$ cat config.mk
export PLATFORM = sky130hd
export DESIGN_NAME = pll_rate_calc
export DESIGN_NICKNAME = d
export VERILOG_FILES = /design/src/rtl/pll_rate_pkg.sv /design/src/rtl/pll_rate_ctrl.sv /design/src/rtl/pll_rate_dpath.sv /design/src/rtl/pll_rate_calc.sv
export SDC_FILE = /design/constraint.sdc
export NUM_CORES = 2
export LEC_CHECK = 0
export ABC_AREA = 1
export ABC_CLOCK_PERIOD_IN_PS = 6800
export BUFFER_PORTS_ARGS = -buffer_cell sky130_fd_sc_hd__buf_2
export CELL_PAD_IN_SITES_DETAIL_PLACEMENT = 1
export CELL_PAD_IN_SITES_GLOBAL_PLACEMENT = 1
export CORE_ASPECT_RATIO = 1.5
export CORE_MARGIN = 2
export CORE_UTILIZATION = 48
export CTS_CLUSTER_DIAMETER = 150
export CTS_CLUSTER_SIZE = 10
export DETAILED_ROUTE_END_ITERATION = 6
export GPL_TIMING_DRIVEN = 0
export PLACE_DENSITY = 0.91
export SLEW_MARGIN = 25
export SYNTH_ARGS = -nofsm -noshare
export SYNTH_HDL_FRONTEND = slang
export SYNTH_HIERARCHICAL = 1
export SYNTH_SLANG_ARGS = --single-unit
$ cat constraint.sdc
create_clock -name clk -period 6.8 [get_ports clk]
set_input_delay 2.04 -clock clk [delete_from_list [all_inputs] [get_ports clk]]
set_output_delay 2.04 -clock clk [all_outputs]
set_load 0.02 [all_outputs]
$ cat src/rtl/pll_rate_pkg.sv
package pll_rate_pkg;
  localparam logic [1:0] MODE_BYPASS = 2'd0;
  localparam logic [1:0] MODE_DEEP   = 2'd2;

  typedef enum logic [1:0] {PH_INT, PH_FRAC, PH_POST1, PH_POST2} phase_t;

  typedef struct packed {
    logic   latch;
    logic   load;
    logic   step;
    logic   capture;
    phase_t phase;
    logic   finPass;
    logic   finDeep;
    logic   finErr;
  } strobes_t;
endpackage

$ cat src/rtl/pll_rate_ctrl.sv
module pll_rate_ctrl
  import pll_rate_pkg::*;
#(
  parameter int RES_W = 64
) (
  input  logic       clk,
  input  logic       rstN,
  input  logic       start,
  input  logic [1:0] mode,
  input  logic       fracDisable,
  input  logic       fieldZero,
  output strobes_t   strobes,
  output logic       busy
);
  localparam int CNT_W = $clog2(RES_W);

  typedef enum logic [1:0] {S_IDLE, S_LOAD, S_RUN, S_CAPT} state_t;

  state_t             state;
  phase_t             phase;
  logic [CNT_W-1:0]   bitCnt;
  logic               fracOn;

  always_comb begin
    strobes       = '0;
    strobes.phase = phase;
    case (state)
      S_IDLE: if (start) begin
        if (mode == MODE_BYPASS)    strobes.finPass = 1'b1;
        else if (mode == MODE_DEEP) strobes.finDeep = 1'b1;
        else if (fieldZero)         strobes.finErr  = 1'b1;
        else                        strobes.latch   = 1'b1;
      end
      S_LOAD:  strobes.load    = 1'b1;
      S_RUN:   strobes.step    = 1'b1;
      default: strobes.capture = 1'b1;
    endcase
  end

  always_ff @(posedge clk) begin
    if (!rstN) begin
      state  <= S_IDLE;
      phase  <= PH_INT;
      bitCnt <= '0;
      fracOn <= 1'b0;
    end else begin
      case (state)
        S_IDLE: if (strobes.latch) begin
          state  <= S_LOAD;
          phase  <= PH_INT;
          fracOn <= !fracDisable;
        end
        S_LOAD: begin
          state  <= S_RUN;
          bitCnt <= '0;
        end
        S_RUN: begin
          bitCnt <= bitCnt + 1'b1;
          if (bitCnt == CNT_W'(RES_W - 1)) state <= S_CAPT;
        end
        default: begin
          state <= S_LOAD;
          case (phase)
            PH_INT:   phase <= fracOn ? PH_FRAC : PH_POST1;
            PH_FRAC:  phase <= PH_POST1;
            PH_POST1: phase <= PH_POST2;
            default:  state <= S_IDLE;
          endcase
        end
      endcase
    end
  end

  assign busy = (state != S_IDLE);
endmodule

$ cat src/rtl/pll_rate_dpath.sv
module pll_rate_dpath
  import pll_rate_pkg::*;
#(
  parameter int PAR_W  = 32,
  parameter int FB_W   = 12,
  parameter int REF_W  = 6,
  parameter int PD_W   = 3,
  parameter int FRAC_W = 24,
  parameter int RES_W  = 64,
  parameter int DEEP_HZ = 32768
) (
  input  logic              clk,
  input  logic              rstN,
  input  strobes_t          strobes,
  input  logic [PAR_W-1:0]  parentHz,
  input  logic [FB_W-1:0]   fbDiv,
  input  logic [REF_W-1:0]  refDiv,
  input  logic [PD_W-1:0]   postDiv1,
  input  logic [PD_W-1:0]   postDiv2,
  input  logic [FRAC_W-1:0] fracVal,
  output logic              done,
  output logic              error,
  output logic [RES_W-1:0]  freqOut
);
  logic [PAR_W-1:0]  pHz;
  logic [FB_W-1:0]   fbQ;
  logic [REF_W-1:0]  refQ;
  logic [PD_W-1:0]   pd1Q, pd2Q;
  logic [FRAC_W-1:0] fracQ;

  logic [RES_W-1:0]  remR, quoR, dvsR, accR;
  logic [RES_W:0]    remShift, remDiff;
  logic              fits;

  assign remShift = {remR, quoR[RES_W-1]};
  assign remDiff  = remShift - {1'b0, dvsR};
  assign fits     = (remShift >= {1'b0, dvsR});

  always_ff @(posedge clk) begin
    if (!rstN) begin
      pHz <= '0; fbQ <= '0; refQ <= '0; pd1Q <= '0; pd2Q <= '0; fracQ <= '0;
      remR <= '0; quoR <= '0; dvsR <= '0; accR <= '0;
      done <= 1'b0; error <= 1'b0; freqOut <= '0;
    end else begin
      done <= 1'b0;
      if (strobes.latch) begin
        pHz <= parentHz; fbQ <= fbDiv; refQ <= refDiv;
        pd1Q <= postDiv1; pd2Q <= postDiv2; fracQ <= fracVal;
      end
      if (strobes.load) begin
        remR <= '0;
        case (strobes.phase)
          PH_INT:   begin quoR <= RES_W'(pHz) * RES_W'(fbQ);   dvsR <= RES_W'(refQ); end
          PH_FRAC:  begin quoR <= RES_W'(pHz) * RES_W'(fracQ); dvsR <= RES_W'(refQ); end
          PH_POST1: begin quoR <= accR;                         dvsR <= RES_W'(pd1Q); end
          default:  begin quoR <= accR;                         dvsR <= RES_W'(pd2Q); end
        endcase
      end
      if (strobes.step) begin
        remR <= fits ? remDiff[RES_W-1:0] : remShift[RES_W-1:0];
        quoR <= {quoR[RES_W-2:0], fits};
      end
      if (strobes.capture) begin
        case (strobes.phase)
          PH_FRAC: accR <= accR + (quoR >> FRAC_W);
          PH_POST2: begin
            freqOut <= quoR + RES_W'(quoR[0]);
            error   <= 1'b0;
            done    <= 1'b1;
          end
          default: accR <= quoR;
        endcase
      end
      if (strobes.finPass) begin
        freqOut <= RES_W'(parentHz); error <= 1'b0; done <= 1'b1;
      end
      if (strobes.finDeep) begin
        freqOut <= RES_W'(DEEP_HZ); error <= 1'b0; done <= 1'b1;
      end
      if (strobes.finErr) begin
        freqOut <= '0; error <= 1'b1; done <= 1'b1;
      end
    end
  end
endmodule

$ cat src/rtl/pll_rate_calc.sv
module pll_rate_calc
  import pll_rate_pkg::*;
#(
  parameter int PAR_W  = 32,
  parameter int FB_W   = 12,
  parameter int REF_W  = 6,
  parameter int PD_W   = 3,
  parameter int FRAC_W = 24,
  parameter int RES_W  = 64
) (
  input  logic              clk,
  input  logic              rstN,
  input  logic              start,
  input  logic [1:0]        mode,
  input  logic              fracDisable,
  input  logic [PAR_W-1:0]  parentHz,
  input  logic [FB_W-1:0]   fbDiv,
  input  logic [REF_W-1:0]  refDiv,
  input  logic [PD_W-1:0]   postDiv1,
  input  logic [PD_W-1:0]   postDiv2,
  input  logic [FRAC_W-1:0] fracVal,
  output logic              busy,
  output logic              done,
  output logic              error,
  output logic [RES_W-1:0]  freqOut
);
  strobes_t strobes;
  logic     fieldZero;

  assign fieldZero = (fbDiv == '0) || (refDiv == '0) || (postDiv1 == '0) || (postDiv2 == '0);

  pll_rate_ctrl #(.RES_W(RES_W)) uCtrl (
    .clk(clk), .rstN(rstN), .start(start), .mode(mode),
    .fracDisable(fracDisable), .fieldZero(fieldZero),
    .strobes(strobes), .busy(busy)
  );

  pll_rate_dpath #(
    .PAR_W(PAR_W), .FB_W(FB_W), .REF_W(REF_W), .PD_W(PD_W),
    .FRAC_W(FRAC_W), .RES_W(RES_W)
  ) uDpath (
    .clk(clk), .rstN(rstN), .strobes(strobes), .parentHz(parentHz),
    .fbDiv(fbDiv), .refDiv(refDiv), .postDiv1(postDiv1), .postDiv2(postDiv2),
    .fracVal(fracVal), .done(done), .error(error), .freqOut(freqOut)
  );
endmodule

==> flow_metrics.env, run 1 <==
export IMPL_post_synth_top_count_cell="nand2_1"
export IMPL_ys_seq_area_frac=0.113
export IMPL_hold_buffers=0
export IMPL_die_h_um=447
export IMPL_error="[ERROR GRT-0232] Routing congestion too high. Check the congestion heatmap in the GUI."
export IMPL_start_util=0.484
export IMPL_port_buffers=152
export IMPL_synth_commonest_cells="nand2_1 (2720), inv_1 (2201), fa_1 (960)"
export IMPL_clock_sinks=355
export IMPL_crit_endpoint="uDpath/quoR[48]$_SDFFE_PN0P_/D"
export IMPL_endpoint_type="register input"
export IMPL_cts_buffers_inserted=42
export IMPL_place_hpwl_mm=294
export IMPL_muxShareOfSynthArea=0
export IMPL_die_w_um=300
export IMPL_io_pins=153
export IMPL_synth_largest_area_cell="fa_1"
export IMPL_lastStage="5_1_grt"
export IMPL_h_tree_depth=2
export IMPL_synth_flop_cell="dfxtp_1"
export IMPL_outcome="stopped before the end"
export IMPL_synth_top_family_by_area="adder cells"
export IMPL_synthAdderAreaFrac=0.369
export IMPL_grt_remaining_overflow=1331
export IMPL_syn_area_per_cell_um2=6.74
export IMPL_row_count=162
export IMPL_clockRootBuffer="clkbuf_16"
export IMPL_yosys_warnings=6
export IMPL_synth_xor_area_share=0.0175
export IMPL_syn_num_nets=10700
export IMPL_yosysTopAreaCellShare=0.305
export IMPL_grt_use_total=0.828
export IMPL_synthSimpleGateAreaFrac=0.264
export IMPL_gp_congestion=1.15
export IMPL_post_dp_cell_area_um2=65900
export IMPL_synth_compound_area_frac=0.0775
export IMPL_ys_ff_latch=355
export IMPL_synth_area_leaders="fa_1 (31%), nand2_1 (16%), inv_1 (13%)"
export IMPL_clockBufferDepth=3
export IMPL_synth_edf_count=0
export IMPL_synth_cells=9338
export IMPL_synth_async_sr_flop_share=0
export IMPL_ys_types=56
export IMPL_netlist_area_um2=62900
export IMPL_grt_start_max_net_pins=14
[through the flow]
step	cells	setup slack, ps	hold WS (ps)	util	TNS (ps)
CTS	11300	-48.6	464	0.531	-155
detailed placement	11200	-1590	454	0.507	-58220
global placement	11200	-1470	448	0.507	-51110
floorplan	9338	615	440	-	0
[routing by layer]
layer | GRT overflow | global-route usage
met5 | 9 | 0.511
met4 | 464 | 0.872
met3 | 58 | 0.702
met2 | 771 | 0.982
met1 | 29 | 0.789
[logic make-up after synthesis]
group / Yosys count
and+or+nand+nor: 4072
xor gates and xnor gates: 126
AOI/OAI and AO/OA: 867
adders and majority gates: 1279
DFF: 355
buffers and inverters: 2639
[repair_timing]
item                       CTS
setup endpoints to repair   47
buffers inserted            51
pin swaps                    6
gates resized for setup    672
==> inputs of run 2 (changes only) <==
--- a/config.mk
+++ b/config.mk
@@ -8,16 +8,11 @@
 export ABC_AREA = 1
 export ABC_CLOCK_PERIOD_IN_PS = 6800
 export BUFFER_PORTS_ARGS = -buffer_cell sky130_fd_sc_hd__buf_2
-export CELL_PAD_IN_SITES_DETAIL_PLACEMENT = 1
-export CELL_PAD_IN_SITES_GLOBAL_PLACEMENT = 1
-export CORE_ASPECT_RATIO = 1.5
 export CORE_MARGIN = 2
-export CORE_UTILIZATION = 48
-export CTS_CLUSTER_DIAMETER = 150
-export CTS_CLUSTER_SIZE = 10
+export CORE_UTILIZATION = 40
 export DETAILED_ROUTE_END_ITERATION = 6
 export GPL_TIMING_DRIVEN = 0
-export PLACE_DENSITY = 0.91
+export PLACE_DENSITY_LB_ADDON = 0.15
 export SLEW_MARGIN = 25
 export SYNTH_ARGS = -nofsm -noshare
 export SYNTH_HDL_FRONTEND = slang
==> run 2 against run 1 <==
  * The flow now finishes without violations
  * Area after synthesis unchanged
  * Synthesized cell count unchanged
==> flow_metrics.env, run 2 <==
export IMPL_synth_top_family_by_area="adder cells"
export IMPL_worst_slew_pin_slew_ps=1190
export IMPL_hold_viol=0
export IMPL_start_util=0.403
export IMPL_clockRootBuffer="clkbuf_16"
export IMPL_crit_path_end_kind="flop"
export IMPL_synth_commonest_cells="nand2_1 (2720), inv_1 (2201), fa_1 (960)"
export IMPL_min_path_cells=2
export IMPL_clk_pin_slew_ps=60
export IMPL_total_power_w=0.0221
export IMPL_netlist_area_um2=62900
export IMPL_p_seq_frac=0.142
export IMPL_die_w_um=401
export IMPL_final_max_slew_viol_count=0
export IMPL_routed_wl_mm=308
export IMPL_crit_arrival_ps=7300
export IMPL_first_iter_violations=6391
export IMPL_synth_compound_area_frac=0.0775
export IMPL_final_util=0.466
export IMPL_synth_async_sr_flop_share=0
export IMPL_internal_power_w=0.00905
export IMPL_ant_nets=0
export IMPL_clkPwrFrac=0.120
export IMPL_die_h_um=401
export IMPL_switching_share=0.590
export IMPL_ys_seq_area_frac=0.113
export IMPL_io_pins=153
export IMPL_cts_buffers_inserted=47
export IMPL_drv_cap=0
export IMPL_ys_types=56
export IMPL_dieArea_um2=160000
export IMPL_firstDrtPassIters=6
export IMPL_grt_remaining_overflow=0
export IMPL_rr_worst_depth=29
export IMPL_yosys_warnings=6
export IMPL_timing_rr_end="uDpath/quoR[28]$_SDFFE_PN0P_"
export IMPL_combPwrFrac=0.738
export IMPL_fin_setup_tns_ps=0
export IMPL_finalCritPeriodShare=0.992
export IMPL_drive_above_1_share=0.114
export IMPL_hold_class="reg2reg"
export IMPL_reg2reg_from="uDpath/pHz[14]$_SDFFE_PN0P_"
export IMPL_post_synth_top_count_cell="nand2_1"
export IMPL_drc=0
export IMPL_synth_largest_area_cell="fa_1"
export IMPL_hold_buffers=0
export IMPL_vias=62900
export IMPL_cts_tree="built"
export IMPL_wl_per_cell_um=26.2
export IMPL_viasPerCell=5.36
export IMPL_p_leak_nw=39.4
export IMPL_worstPathRequired_ps=7350
export IMPL_crit_slowest_cell="fa_2"
export IMPL_areaGrowthSynthToFinish_pct=15.7
export IMPL_setup_viol=0
export IMPL_final_cell_mix="nand2_1 (2617), inv_1 (2163), fa_1 (931), nor2_1 (662), a21oi_1 (387)"
export IMPL_setup_ws_ps=53.5
export IMPL_clock_sinks=355
export IMPL_core_region_area_um2=156000
export IMPL_fmax_mhz=148
export IMPL_h_tree_depth=2
export IMPL_clockBufferDepth=3
export IMPL_crit_top_cell="fa_1"
export IMPL_synthAdderAreaFrac=0.369
export IMPL_synth_area_leaders="fa_1 (31%), nand2_1 (16%), inv_1 (13%)"
export IMPL_dp_slack_ps=-1920
export IMPL_gp_congestion=1.04
export IMPL_grt_use_total=0.380
export IMPL_ys_ff_latch=355
export IMPL_slowest_delay_ps=650
export IMPL_fin_skew_ps=69.5
export IMPL_place_hpwl_mm=258
export IMPL_grt_antenna_before_repair=5
export IMPL_grt_pass1_vias=62600
export IMPL_yosysTopAreaCellShare=0.305
export IMPL_port_buffers=152
export IMPL_outcome="finished, final reports clean"
export IMPL_crit_type="reg2reg"
export IMPL_vdd_ir_drop_max_mv=0.841
export IMPL_layout_commonest_cell="nand2_1"
export IMPL_grt_start_max_net_pins=15
export IMPL_clock_latency_ps=720
export IMPL_synth_xor_area_share=0.0175
export IMPL_synthSimpleGateAreaFrac=0.264
export IMPL_worstHoldStart="uDpath/refQ[4]$_SDFFE_PN0P_"
export IMPL_synth_edf_count=0
export IMPL_synth_cells=9338
export IMPL_row_count=145
export IMPL_syn_num_nets=10700
export IMPL_critPathLaunchType="flop"
export IMPL_ff2ff_setup_slack_ps=50
export IMPL_synth_flop_cell="dfxtp_1"
export IMPL_hold_path_end="uDpath/dvsR[4]$_SDFFE_PN0P_"
export IMPL_muxShareOfSynthArea=0
export IMPL_pwr_density_cell_nw_per_um2=303
export IMPL_maxSlewHeadroom=0.209
export IMPL_crit_fanout=6
export IMPL_fin_nets=11000
export IMPL_rsz0062_at_grt="true"
export IMPL_p_switching_w=0.0130
export IMPL_whs_ps=468
export IMPL_fin_crit_ps=6750
export IMPL_syn_area_per_cell_um2=6.74
export IMPL_grt_pass1_wl_mm=439
==> run 2: cell counts after synthesis <==
Identical to the previous run, type by type.
==> run 2: cell type report <==
| cell class | count | area (µm²) |
|---|---|---|
| Tap cell | 2058 | 2570 |
| Antenna cell | 1 | 2.50 |
| Inverter | 2211 | 8310 |
| Fill cell | 16300 | 83400 |
| Clock inverter | 31 | 340 |
| Buffer | 380 | 3240 |
| Clock buffer | 54 | 1220 |
| Timing Repair Buffer | 308 | 2360 |
| Multi-Input combinational cell | 6344 | 47600 |
| Sequential cell | 355 | 7210 |
==> run 2: critical path: cells and delay by family, from the launching register on <==
family | cells | cell delay [ps]
adders and majority gates | 8 | 4100
AOI/OAI and AO/OA | 2 | 330
buffers and inverters | 10 | 780
and+or+nand+nor | 9 | 1020
DFF | 1 | 350
==> run 2: what timing repair did <==
action                     in CTS  in global routing
pin swaps                      52                165
setup buffers                  61                 78
gates resized for setup       722                468
setup endpoints to repair      46                 45
gates cloned                    1                  2
==> run 2: power groups by stage <==
| stage | clock network, W | logic, W | registers [W] |
|---|---|---|---|
| 2_1_floorplan | 0 | 0.00955 | 0.00282 |
| 3_3_place_gp | 0 | 0.0150 | 0.00300 |
| 3_5_place_dp | 0 | 0.0150 | 0.00300 |
| 4_1_cts | 0.00271 | 0.0155 | 0.00309 |
| 5_1_grt | 0.00279 | 0.0174 | 0.00317 |
| 6_report | 0.00266 | 0.0163 | 0.00314 |
==> run 2: logic make-up after synthesis <==
family	Yosys count
AOI/OAI and AO/OA	867
adders and majority gates	1279
and+or+nand+nor	4072
DFF	355
buffers and inverters	2639
xor gates and xnor gates	126
==> run 2: how the worst max path moves through the flow <==
stage / from / end / slack, ps / cells past startpoint
3_5_place_dp: uDpath/fracQ[15]$_SDFFE_PN0P_ / uDpath/quoR[31]$_SDFFE_PN0P_ / -1920 / 28
6_report: uDpath/pHz[14]$_SDFFE_PN0P_ / uDpath/quoR[28]$_SDFFE_PN0P_ / 50 / 29
3_3_place_gp: uDpath/pHz[15]$_SDFFE_PN0P_ / uDpath/quoR[31]$_SDFFE_PN0P_ / -2900 / 28
2_1_floorplan: uDpath/pHz[13]$_SDFFE_PN0P_ / uDpath/quoR[29]$_SDFFE_PN0P_ / 620 / 29
4_1_cts: uDpath/pHz[15]$_SDFFE_PN0P_ / uDpath/quoR[31]$_SDFFE_PN0P_ / -50 / 30
5_1_grt: uDpath/pHz[10]$_SDFFE_PN0P_ / uDpath/quoR[28]$_SDFFE_PN0P_ / -80 / 28
==> run 2: metal layers <==
layer | GRT usage | part of all wire | vias up
met4 | 0.188 | 0.061 | 6
met5 | 0 | 0.00012 | -
met1 | 0.484 | 0.40 | 31100
met2 | 0.611 | 0.45 | 2917
li1 | - | - | 28300
met3 | 0.0779 | 0.092 | 602
==> run 2: through the flow <==
stage          area [µm²]  instances
2_1_floorplan       62900       9338
6_report            72800      11700
4_1_cts             70800      11700
5_1_grt             72800      11700
3_5_place_dp        66700      11600
3_3_place_gp        66200      11500
Note: power is estimated with default switching activity, not from simulation.
